===== config.mk =====
export PLATFORM = sky130hd
export DESIGN_NAME = blsup_top
export DESIGN_NICKNAME = d
export VERILOG_FILES = /design/src/rtl/blsup_pkg.sv /design/src/rtl/blsup_rst_sync.sv /design/src/rtl/blsup_qual_timer.sv /design/src/rtl/blsup_bo_fsm.sv /design/src/rtl/blsup_line_range.sv /design/src/rtl/blsup_top.sv
export SDC_FILE = /design/constraint.sdc
export NUM_CORES = 1
export LEC_CHECK = 0
export BUFFER_PORTS_ARGS = -buffer_cell sky130_fd_sc_hd__buf_2
export CORE_MARGIN = 8
export CORE_UTILIZATION = 30
export DETAILED_ROUTE_END_ITERATION = 7
export GPL_TIMING_DRIVEN = 0
export SLEW_MARGIN = 40
export SYNTH_ARGS = -nofsm -noshare
export SYNTH_HDL_FRONTEND = slang
export SYNTH_SLANG_ARGS = --single-unit

===== constraint.sdc =====
create_clock -name clk_i -period 2 [get_ports clk_i]
set_clock_uncertainty 0.15 [all_clocks]
set_input_delay 0.2 -clock clk_i [delete_from_list [all_inputs] [get_ports clk_i]]
set_output_delay 0.2 -clock clk_i [all_outputs]
set_load 0.1 [all_outputs]

===== src/rtl/blsup_pkg.sv =====
package blsup_pkg;
  typedef enum logic [1:0] {
    BO_BLOCKED = 2'd0,
    BO_RUN     = 2'd1,
    BO_RAMP    = 2'd2
  } bo_state_e;
endpackage


===== src/rtl/blsup_rst_sync.sv =====
module blsup_rst_sync #(
  parameter int unsigned STAGES = 2
) (
  input  logic clk_i,
  input  logic rst_ni,
  output logic rst_sync_no
);
  logic [STAGES-1:0] sync_q;

  always_ff @(posedge clk_i or negedge rst_ni) begin
    if (!rst_ni) sync_q <= '0;
    else         sync_q <= {sync_q[STAGES-2:0], 1'b1};
  end

  assign rst_sync_no = sync_q[STAGES-1];
endmodule


===== src/rtl/blsup_qual_timer.sv =====
module blsup_qual_timer #(
  parameter int unsigned DLY_CYC = 16
) (
  input  logic clk_i,
  input  logic rst_ni,
  input  logic en_i,
  input  logic cond_i,
  output logic done_o
);
  localparam int unsigned CW = $clog2(DLY_CYC + 1);
  localparam logic [CW-1:0] LAST = CW'(DLY_CYC - 1);

  logic [CW-1:0] cnt_q, cnt_d;
  logic          cnt_ce;
  logic          run;

  always_comb begin
    run    = en_i && cond_i;
    done_o = run && (cnt_q == LAST);
    cnt_ce = run || (cnt_q != '0);
    if (!run)        cnt_d = '0;
    else if (done_o) cnt_d = cnt_q;
    else             cnt_d = cnt_q + CW'(1);
  end

  always_ff @(posedge clk_i or negedge rst_ni) begin
    if (!rst_ni)     cnt_q <= '0;
    else if (cnt_ce) cnt_q <= cnt_d;
  end


  cnt_bound_chk: assert property (@(posedge clk_i) disable iff (!rst_ni)
    cnt_q <= LAST);

  cnt_restart_chk: assert property (@(posedge clk_i) disable iff (!rst_ni)
    !(en_i && cond_i) |=> (cnt_q == '0));
endmodule


===== src/rtl/blsup_bo_fsm.sv =====
module blsup_bo_fsm
  import blsup_pkg::*;
(
  input  logic clk_i,
  input  logic rst_ni,
  input  logic above_hi_i,
  input  logic lo_done_i,
  input  logic at_skip_i,
  output logic qual_en_o,
  output logic flag_o,
  output logic dis_o,
  output logic stop_o
);
  bo_state_e state_q, state_d;
  logic      state_ce;

  always_comb begin
    state_d = state_q;
    unique case (state_q)
      BO_BLOCKED: if (above_hi_i) state_d = BO_RUN;
      BO_RUN:     if (lo_done_i)  state_d = BO_RAMP;
      BO_RAMP: begin
        if (at_skip_i)       state_d = BO_BLOCKED;
        else if (above_hi_i) state_d = BO_RUN;
      end
      default: state_d = BO_BLOCKED;
    endcase
    state_ce = (state_d != state_q);
  end

  always_ff @(posedge clk_i or negedge rst_ni) begin
    if (!rst_ni)       state_q <= BO_BLOCKED;
    else if (state_ce) state_q <= state_d;
  end

  always_comb begin
    qual_en_o = (state_q == BO_RUN);
    flag_o    = (state_q != BO_RUN);
    dis_o     = (state_q == BO_RAMP);
    stop_o    = (state_q == BO_BLOCKED);
  end


  brownin_chk: assert property (@(posedge clk_i) disable iff (!rst_ni)
    (flag_o && above_hi_i && !at_skip_i) |=> !flag_o);

  ramp_entry_chk: assert property (@(posedge clk_i) disable iff (!rst_ni)
    $rose(dis_o) |-> $past(!flag_o));

  stop_on_skip_chk: assert property (@(posedge clk_i) disable iff (!rst_ni)
    $rose(stop_o) |-> ($past(at_skip_i) && $past(dis_o)));

  dis_stop_excl_chk: assert property (@(posedge clk_i) disable iff (!rst_ni)
    !(dis_o && stop_o));

  run_no_stop_chk: assert property (@(posedge clk_i) disable iff (!rst_ni)
    !flag_o |=> !stop_o);
endmodule


===== src/rtl/blsup_line_range.sv =====
module blsup_line_range #(
  parameter int unsigned LL_DLY_CYC = 16
) (
  input  logic clk_i,
  input  logic rst_ni,
  input  logic above_hl_i,
  input  logic below_ll_i,
  output logic high_line_o
);
  logic hl_q, hl_d, hl_ce;
  logic ll_done;
  logic ll_en;

  assign ll_en = hl_q && !above_hl_i;

  blsup_qual_timer #(.DLY_CYC(LL_DLY_CYC)) u_ll_timer (
    .clk_i  (clk_i),
    .rst_ni (rst_ni),
    .en_i   (ll_en),
    .cond_i (below_ll_i),
    .done_o (ll_done)
  );

  always_comb begin
    hl_d = hl_q;
    if (above_hl_i)   hl_d = 1'b1;
    else if (ll_done) hl_d = 1'b0;
    hl_ce = (hl_d != hl_q);
  end

  always_ff @(posedge clk_i or negedge rst_ni) begin
    if (!rst_ni)    hl_q <= 1'b1;
    else if (hl_ce) hl_q <= hl_d;
  end

  assign high_line_o = hl_q;


  hl_entry_chk: assert property (@(posedge clk_i) disable iff (!rst_ni)
    above_hl_i |=> high_line_o);

  ll_exit_chk: assert property (@(posedge clk_i) disable iff (!rst_ni)
    $fell(high_line_o) |-> ($past(below_ll_i) && !$past(above_hl_i)));
endmodule


===== src/rtl/blsup_top.sv =====
module blsup_top #(
  parameter int unsigned BO_DLY_CYC = 5000000,
  parameter int unsigned LL_DLY_CYC = 2500000
) (
  input  logic clk_i,
  input  logic rst_ni,
  input  logic vs_above_bo_hi_i,
  input  logic vs_below_bo_lo_i,
  input  logic vs_above_hl_i,
  input  logic vs_below_ll_i,
  input  logic ctrl_at_skip_i,
  output logic bo_flag_o,
  output logic ctrl_dis_en_o,
  output logic sw_stop_o,
  output logic high_line_o
);
  logic rst_sync_n;
  logic bo_qual_en;
  logic bo_lo_done;
  logic bo_lo_cond;

  blsup_rst_sync #(.STAGES(2)) u_rst_sync (
    .clk_i       (clk_i),
    .rst_ni      (rst_ni),
    .rst_sync_no (rst_sync_n)
  );

  assign bo_lo_cond = vs_below_bo_lo_i && !vs_above_bo_hi_i;

  blsup_qual_timer #(.DLY_CYC(BO_DLY_CYC)) u_bo_timer (
    .clk_i  (clk_i),
    .rst_ni (rst_sync_n),
    .en_i   (bo_qual_en),
    .cond_i (bo_lo_cond),
    .done_o (bo_lo_done)
  );

  blsup_bo_fsm u_bo_fsm (
    .clk_i      (clk_i),
    .rst_ni     (rst_sync_n),
    .above_hi_i (vs_above_bo_hi_i),
    .lo_done_i  (bo_lo_done),
    .at_skip_i  (ctrl_at_skip_i),
    .qual_en_o  (bo_qual_en),
    .flag_o     (bo_flag_o),
    .dis_o      (ctrl_dis_en_o),
    .stop_o     (sw_stop_o)
  );

  blsup_line_range #(.LL_DLY_CYC(LL_DLY_CYC)) u_line (
    .clk_i       (clk_i),
    .rst_ni      (rst_sync_n),
    .above_hl_i  (vs_above_hl_i),
    .below_ll_i  (vs_below_ll_i),
    .high_line_o (high_line_o)
  );
endmodule


[After elaboration in Yosys (flattened, before gate mapping)]
Index checks and enable logic that the tools add are counted.
Word-level totals
  RAM bits: 0
  input bits: 7
  bits in read-only memories: 0
  output and inout port bits: 4
  word-level logic and storage cells: 41
  memories: 0
  latch bits: 0
  register bits after elaboration: 50
Operators by class
  reductions and logical operators: 15
  bitwise gates (word level): 0
  $lt $le $gt $ge: 0
  divide/modulo/power cells: 0
  multiplexer cells: 10
  eq/ne operators: 9
  shift operators: 0
  multiply operators: 0
  $add $sub $neg: 2
Operator list (count)
  $mux W23: 2
  $mux W22: 2
  $add A23 B1 Y23 const B: 1
  $eq A23 B23 Y1 const B: 1
  $reduce_bool A23 Y1: 1
  $add A22 B1 Y22 const B: 1
  $eq A22 B22 Y1 const B: 1
  $reduce_bool A22 Y1: 1
  $logic_and A1 B1 Y1: 6
  $mux W2: 3
  $pmux W2 S3: 1
  $ne A2 B2 Y1 const B: 2
  $reduce_and A2 Y1: 2
  $eq A2 B1 Y1 const B: 1
  $eq A2 B2 Y1 const B: 1
  $logic_not A1 Y1: 2
  $logic_not A2 Y1: 1
  $logic_or A1 B1 Y1: 2
  $mux W1: 2
  $ne A2 B1 Y1 const B: 1
  $ne A2 B2 Y1: 1
  $ne A1 B1 Y1: 1

[Depth between registers and ports, before layout]
  word-level depth: 7
  gate-level depth with buffers: 7
  depth with buffers taken out: 6

[By module]
A second synthesis with hierarchy kept.
Unflattened totals
  cells, all modules: 296
  area, all modules: 2766.4 um^2
By module, submodules not included
  blsup_qual_timer at u_bo_timer: times used 1, area an instance 1297.5 um^2, sequential area each 575.6 um^2, cells each 142
  blsup_qual_timer at u_line.u_ll_timer: times used 1, area an instance 1248.7 um^2, sequential area each 550.5 um^2, cells each 136
  blsup_bo_fsm: times used 1, area an instance 108.9 um^2, sequential area each 50.0 um^2, cells each 10
  blsup_rst_sync: times used 1, area an instance 53.8 um^2, sequential area each 50.0 um^2, cells each 3
  blsup_line_range: times used 1, area an instance 43.8 um^2, sequential area each 26.3 um^2, cells each 4
  blsup_top: times used 1, area an instance 13.8 um^2, sequential area each 0.0 um^2, cells each 1

[Least setup slack after synthesis]
OpenSTA, ideal clock, no wires.
  path type: register to output
  start point: register u_bo_fsm.state_q[0]
  end point: output ctrl_dis_en_o
  data arrival time: 1.775 ns
  data required time: 1.650 ns
  cell stages (with the launch flop): 3
  path slack: -0.125 ns
  cells stage by stage: dfrtp_1 clkbuf_1 nor2_1
Between the ends
  word-level cells in the longest chain between the ends: 1
RTL lines
  start: declaration: RTL line blsup_bo_fsm.sv:14  | bo_state_e state_q, state_d;
  start signal: assignment: RTL line blsup_bo_fsm.sv:33  | else if (state_ce) state_q <= state_d;
  $eq A2 B2 Y1: RTL line blsup_bo_fsm.sv:39  | dis_o = (state_q == BO_RAMP);
  end: declaration: RTL line blsup_top.sv:13  | output logic ctrl_dis_en_o,
Every way passes these cells.

[Worst setup path after layout]
  start point: register u_bo_timer.cnt_q[0]
  end point: register u_bo_timer.cnt_q[16]
Between the ends
  word-level cells in the longest chain between the ends: 4
  elaborated cells between the ends (all ways): 9
  classes of those cells: add/sub: 1; eq/ne: 2; mux: 2; reduce/logical: 4
RTL lines
  start: declaration: RTL line blsup_qual_timer.sv:13  | logic [CW-1:0] cnt_q, cnt_d;
  start signal: assignment: RTL line blsup_qual_timer.sv:28  | else if (cnt_ce) cnt_q <= cnt_d;
  parallel branches: the longest is 4 deep, another holds $add A23 B1 Y23
Several ways; the timed one is not identified. The select of a mux whose other input is x is not followed.
A chain may end at the register's enable or synchronous reset.

==> results.md <==
* Placed Area at between 0.003 and 0.004 mm2
* Design Area, Final at roughly 0.0039 mm2
* Grt total ovfl at 0
* Post-route minimum period at about 2.1 ns
* Kind of critical path: reg2reg
* Drt pass-1 iters at 4
* Initial antenna violation count at 0
* I/O pin count at 11
* Synth Instances at 308
* Top-count cell post-synth: dfrtp_1
* Count of cell types in the netlist at 45
* Port bufs at 10
* Flops & latches, synth at 50
* Slew @ Worst Pin at between 0.5 and 0.6 ns
* Layout cells sized above 1 at about 37%
* Period utilization at 105%
* CTS Buf Count at 5
* Synth Cell Area at 0.00283 mm2
* Arrival time at the worst endpoint at roughly 2.2 ns
* Clock Tree Buf Depth at 2
* CP Launch Type: flop
* Number of global-route vias before repair at between 2000 and 3000
* Yosys warns at 0
* Final Hold Viols at 0
* Failing checks: negative setup slack
* Max Freq at approximately 0.48 GHz
* Crit path capture type: flop
* # Max-Cap Violations at 0
* CTS tree: yes
* Net total in the final layout at roughly 370
* Cell Rows at 35
* Routed WL per cell at between 15 and 20 um
* Top_reg_cell synth: dfrtp_1
* Die height at about 110 um
* Area grow syn2layout at 36.8%
* Gr usage total at a little under an eighth
* Final-report setup violation count at 16
* Critical path's slowest cell: or4b_4
* Initial cell density of the core at between 30% and 40%
* Synth cell count leaders: dfrtp_1 (49), nand2_1 (27), a21oi_1 (22)
* Worst path depth at 8
* Req. time, crit path at between 2 and 2.5 ns
* GP Congestion at 0.836
* DRC viols at 0
* Post-Route WL at approximately 7.5 mm
* Slew headroom at about two thirds
* Max VDD drop at between 0.3 and 0.4 mV
* Antenna-violating nets left at 0
* # fillers at around 890
* Die Wd at roughly 110 um
* Synth area leader: dfrtp_1
* Synth area leaders: dfrtp_1 (43%), xnor2_1 (4.3%), a21oi_1 (3.9%)
* DR vias/cell at roughly 5.4
* Final std cells w/o fill at 474
* Worst R2R Path Depth at 8
* Cells after DPL at 430
* LEAKAGE at roughly 1.5 nW
* Largest net degree at the start of global routing at 34
* Cell family with most CP delay: simple AND/OR/NAND/NOR gates
* Sinks on Clock Net at 50
* RSZ-0062 raised after global routing: yes
* Min setup slack post-route at -0.0993 ns
* Final Max Slew Viols at 0
* DRT iter0 DRCs at 82
* Status: finished with violations
* Ant diodes at 0
* Hold path depth at 3
* First-pass GRT wire length at roughly 12 mm
* Hold Crit Class: in2reg
* Ys async rst share at 100%
* Worst Path Buf+Inv at 3
* Post-synth EDFFs at 0
* Root buffer cell: clkbuf_8
* Worst-path maximum fanout at 5
* Max incr delay on CP at roughly 0.48 ns
* CP Cell Sequence: buf_6 -> inv_4 -> ha_4 -> or4b_4 -> nor3_4 -> a21oi_4 -> buf_8 -> a21oi_2
* Seq/Total Area, Yosys at approximately 44%
* Worst-skew pair later-pin latency at between 0.3 and 0.4 ns
* Synthesized net count at around 320
* Die area at 0.0128 mm2
* Htree depth at 2
* Core area at 0.00920 mm2
* HPWL after detailed placement at roughly 4.4 mm
* Avg Cell Area, Syn at between 9 and 10 um2
* Power Density at 736 mW/mm2
* Synth top area share at between 40% and 50%
* Register clock-pin slew on the reported worst setup and hold paths at approximately 0.1 ns
* Vias post-DR at ~2600
## area by class of cell
class                      instances  area (um2)  area share (%)
buffer                             5        31.3           0.808
clock buffer                       6        82.6            2.13
inverter                          14        57.6            1.49
tap                              111         139            3.59
timing repair buffer              55         463            12.0
clock inverter                     2        60.1            1.55
sequential                        50        1270            32.9
multi-input combinational        231        1760            45.6
## layout by cell type, fill, tap and decap left out, types with 7 or more instances in the layout
cell	instances
o21ai_0	11
inv_1	12
buf_4	32
nor2_1	9
nand2b_1	9
a21oi_1	10
nand2_1	25
dfrtp_1	35
a21oi_2	11
or4_4	7
dfrtp_2	13
nor4_1	10
mux2i_1	10
buf_2	10
nand4_1	10
nand3_1	14
xnor2_1	14
or3_1	7
## path summary, 6_finish.rpt
path	from	endpoint	slack (ns)
worst max-delay path	u_bo_timer.cnt_q[0]$_DFFE_PN0P_	u_bo_timer.cnt_q[16]$_DFFE_PN0P_	-0.1
worst min-delay path	vs_below_ll_i	u_line.high_line_o$_DFFE_PN1P_	0.03
worst max register to register	u_bo_timer.cnt_q[0]$_DFFE_PN0P_	u_bo_timer.cnt_q[16]$_DFFE_PN0P_	-0.1
worst min register to register	u_rst_sync.sync_q[1]$_DFF_PN0_	u_line.u_ll_timer.cnt_q[10]$_DFFE_PN0P_	0.06
max in group asynchronous	u_rst_sync.sync_q[1]$_DFF_PN0_	u_line.u_ll_timer.cnt_q[13]$_DFFE_PN0P_	1.19
min in group asynchronous	rst_ni	u_rst_sync.sync_q[1]$_DFF_PN0_	0.04
## metrics by stage
| step | hold WS (ns) | TNS (ns) | power [mW] | utilization [%] | setup WS [ns] |
|---|---|---|---|---|---|
| after floorplan | -0.246 | -0.282 | 1.44 | - | -0.125 |
| after global placement | -0.164 | -17.86 | 1.53 | 33.0 | -0.436 |
| after detailed placement | -0.162 | -4.43 | 1.55 | 33.3 | -0.212 |
| after CTS | 0.0367 | -0.228 | 2.58 | 37.9 | -0.127 |
| after global routing | 0.0281 | -2.56 | 2.98 | 42.1 | -0.157 |
| final | 0.0280 | -1.27 | 2.85 | 42.1 | -0.0993 |
## what timing repair did
item / in CTS / in global routing
endpoints found under the hold margin: 4 / 0
pin swaps: 13 / 30
gates cloned: 1 / 2
endpoints found under the setup margin: 38 / 33
setup buffers: 17 / 21
gates resized for setup: 29 / 60
hold buffers: 4 / 0
## worst min-delay path, delay by kind of cell
kind | cells | cell delay [ns]
buf+inv | 1 | 0.12
compound gates | 1 | 0.09
simple gates | 1 | 0.05
## cell families (layout without fill, tap and decap cells)
logic type | count (synthesis) | in the layout | share of synthesized area (%)
adder cells (fa/ha/maj) | 4 | 4 | 1.77
AND/OR/NAND/NOR | 142 | 143 | 29.3
multiplexers | 10 | 10 | 3.54
AO/OA/AOI/OAI | 58 | 58 | 12.6
flip-flops | 50 | 50 | 44.3
buffers and inverters | 28 | 82 | 3.76
XOR/XNOR | 15 | 15 | 4.64
other | 1 | 1 | 0.133
## report_power, final
group          leakage (nW)  switching [mW]  internal (mW)
registers             0.660          0.0632           1.05
clock network        0.0714           0.363          0.534
logic                 0.774           0.436          0.398
## layer usage
layer  track usage, %  part of all wire [%]
met2             19.5                    50
met4             4.09                   2.2
met3             2.40                   3.3
met1             13.5                    44
met5                0                     0
## sequential cells by signal (all words and copies together), names as in the netlist
name,count
u_bo_timer.cnt_q,23
u_line.u_ll_timer.cnt_q,22
u_bo_fsm.state_q,2
u_rst_sync.sync_q,2
u_line.high_line_o,1
Power figures use the tool's default switching activity.
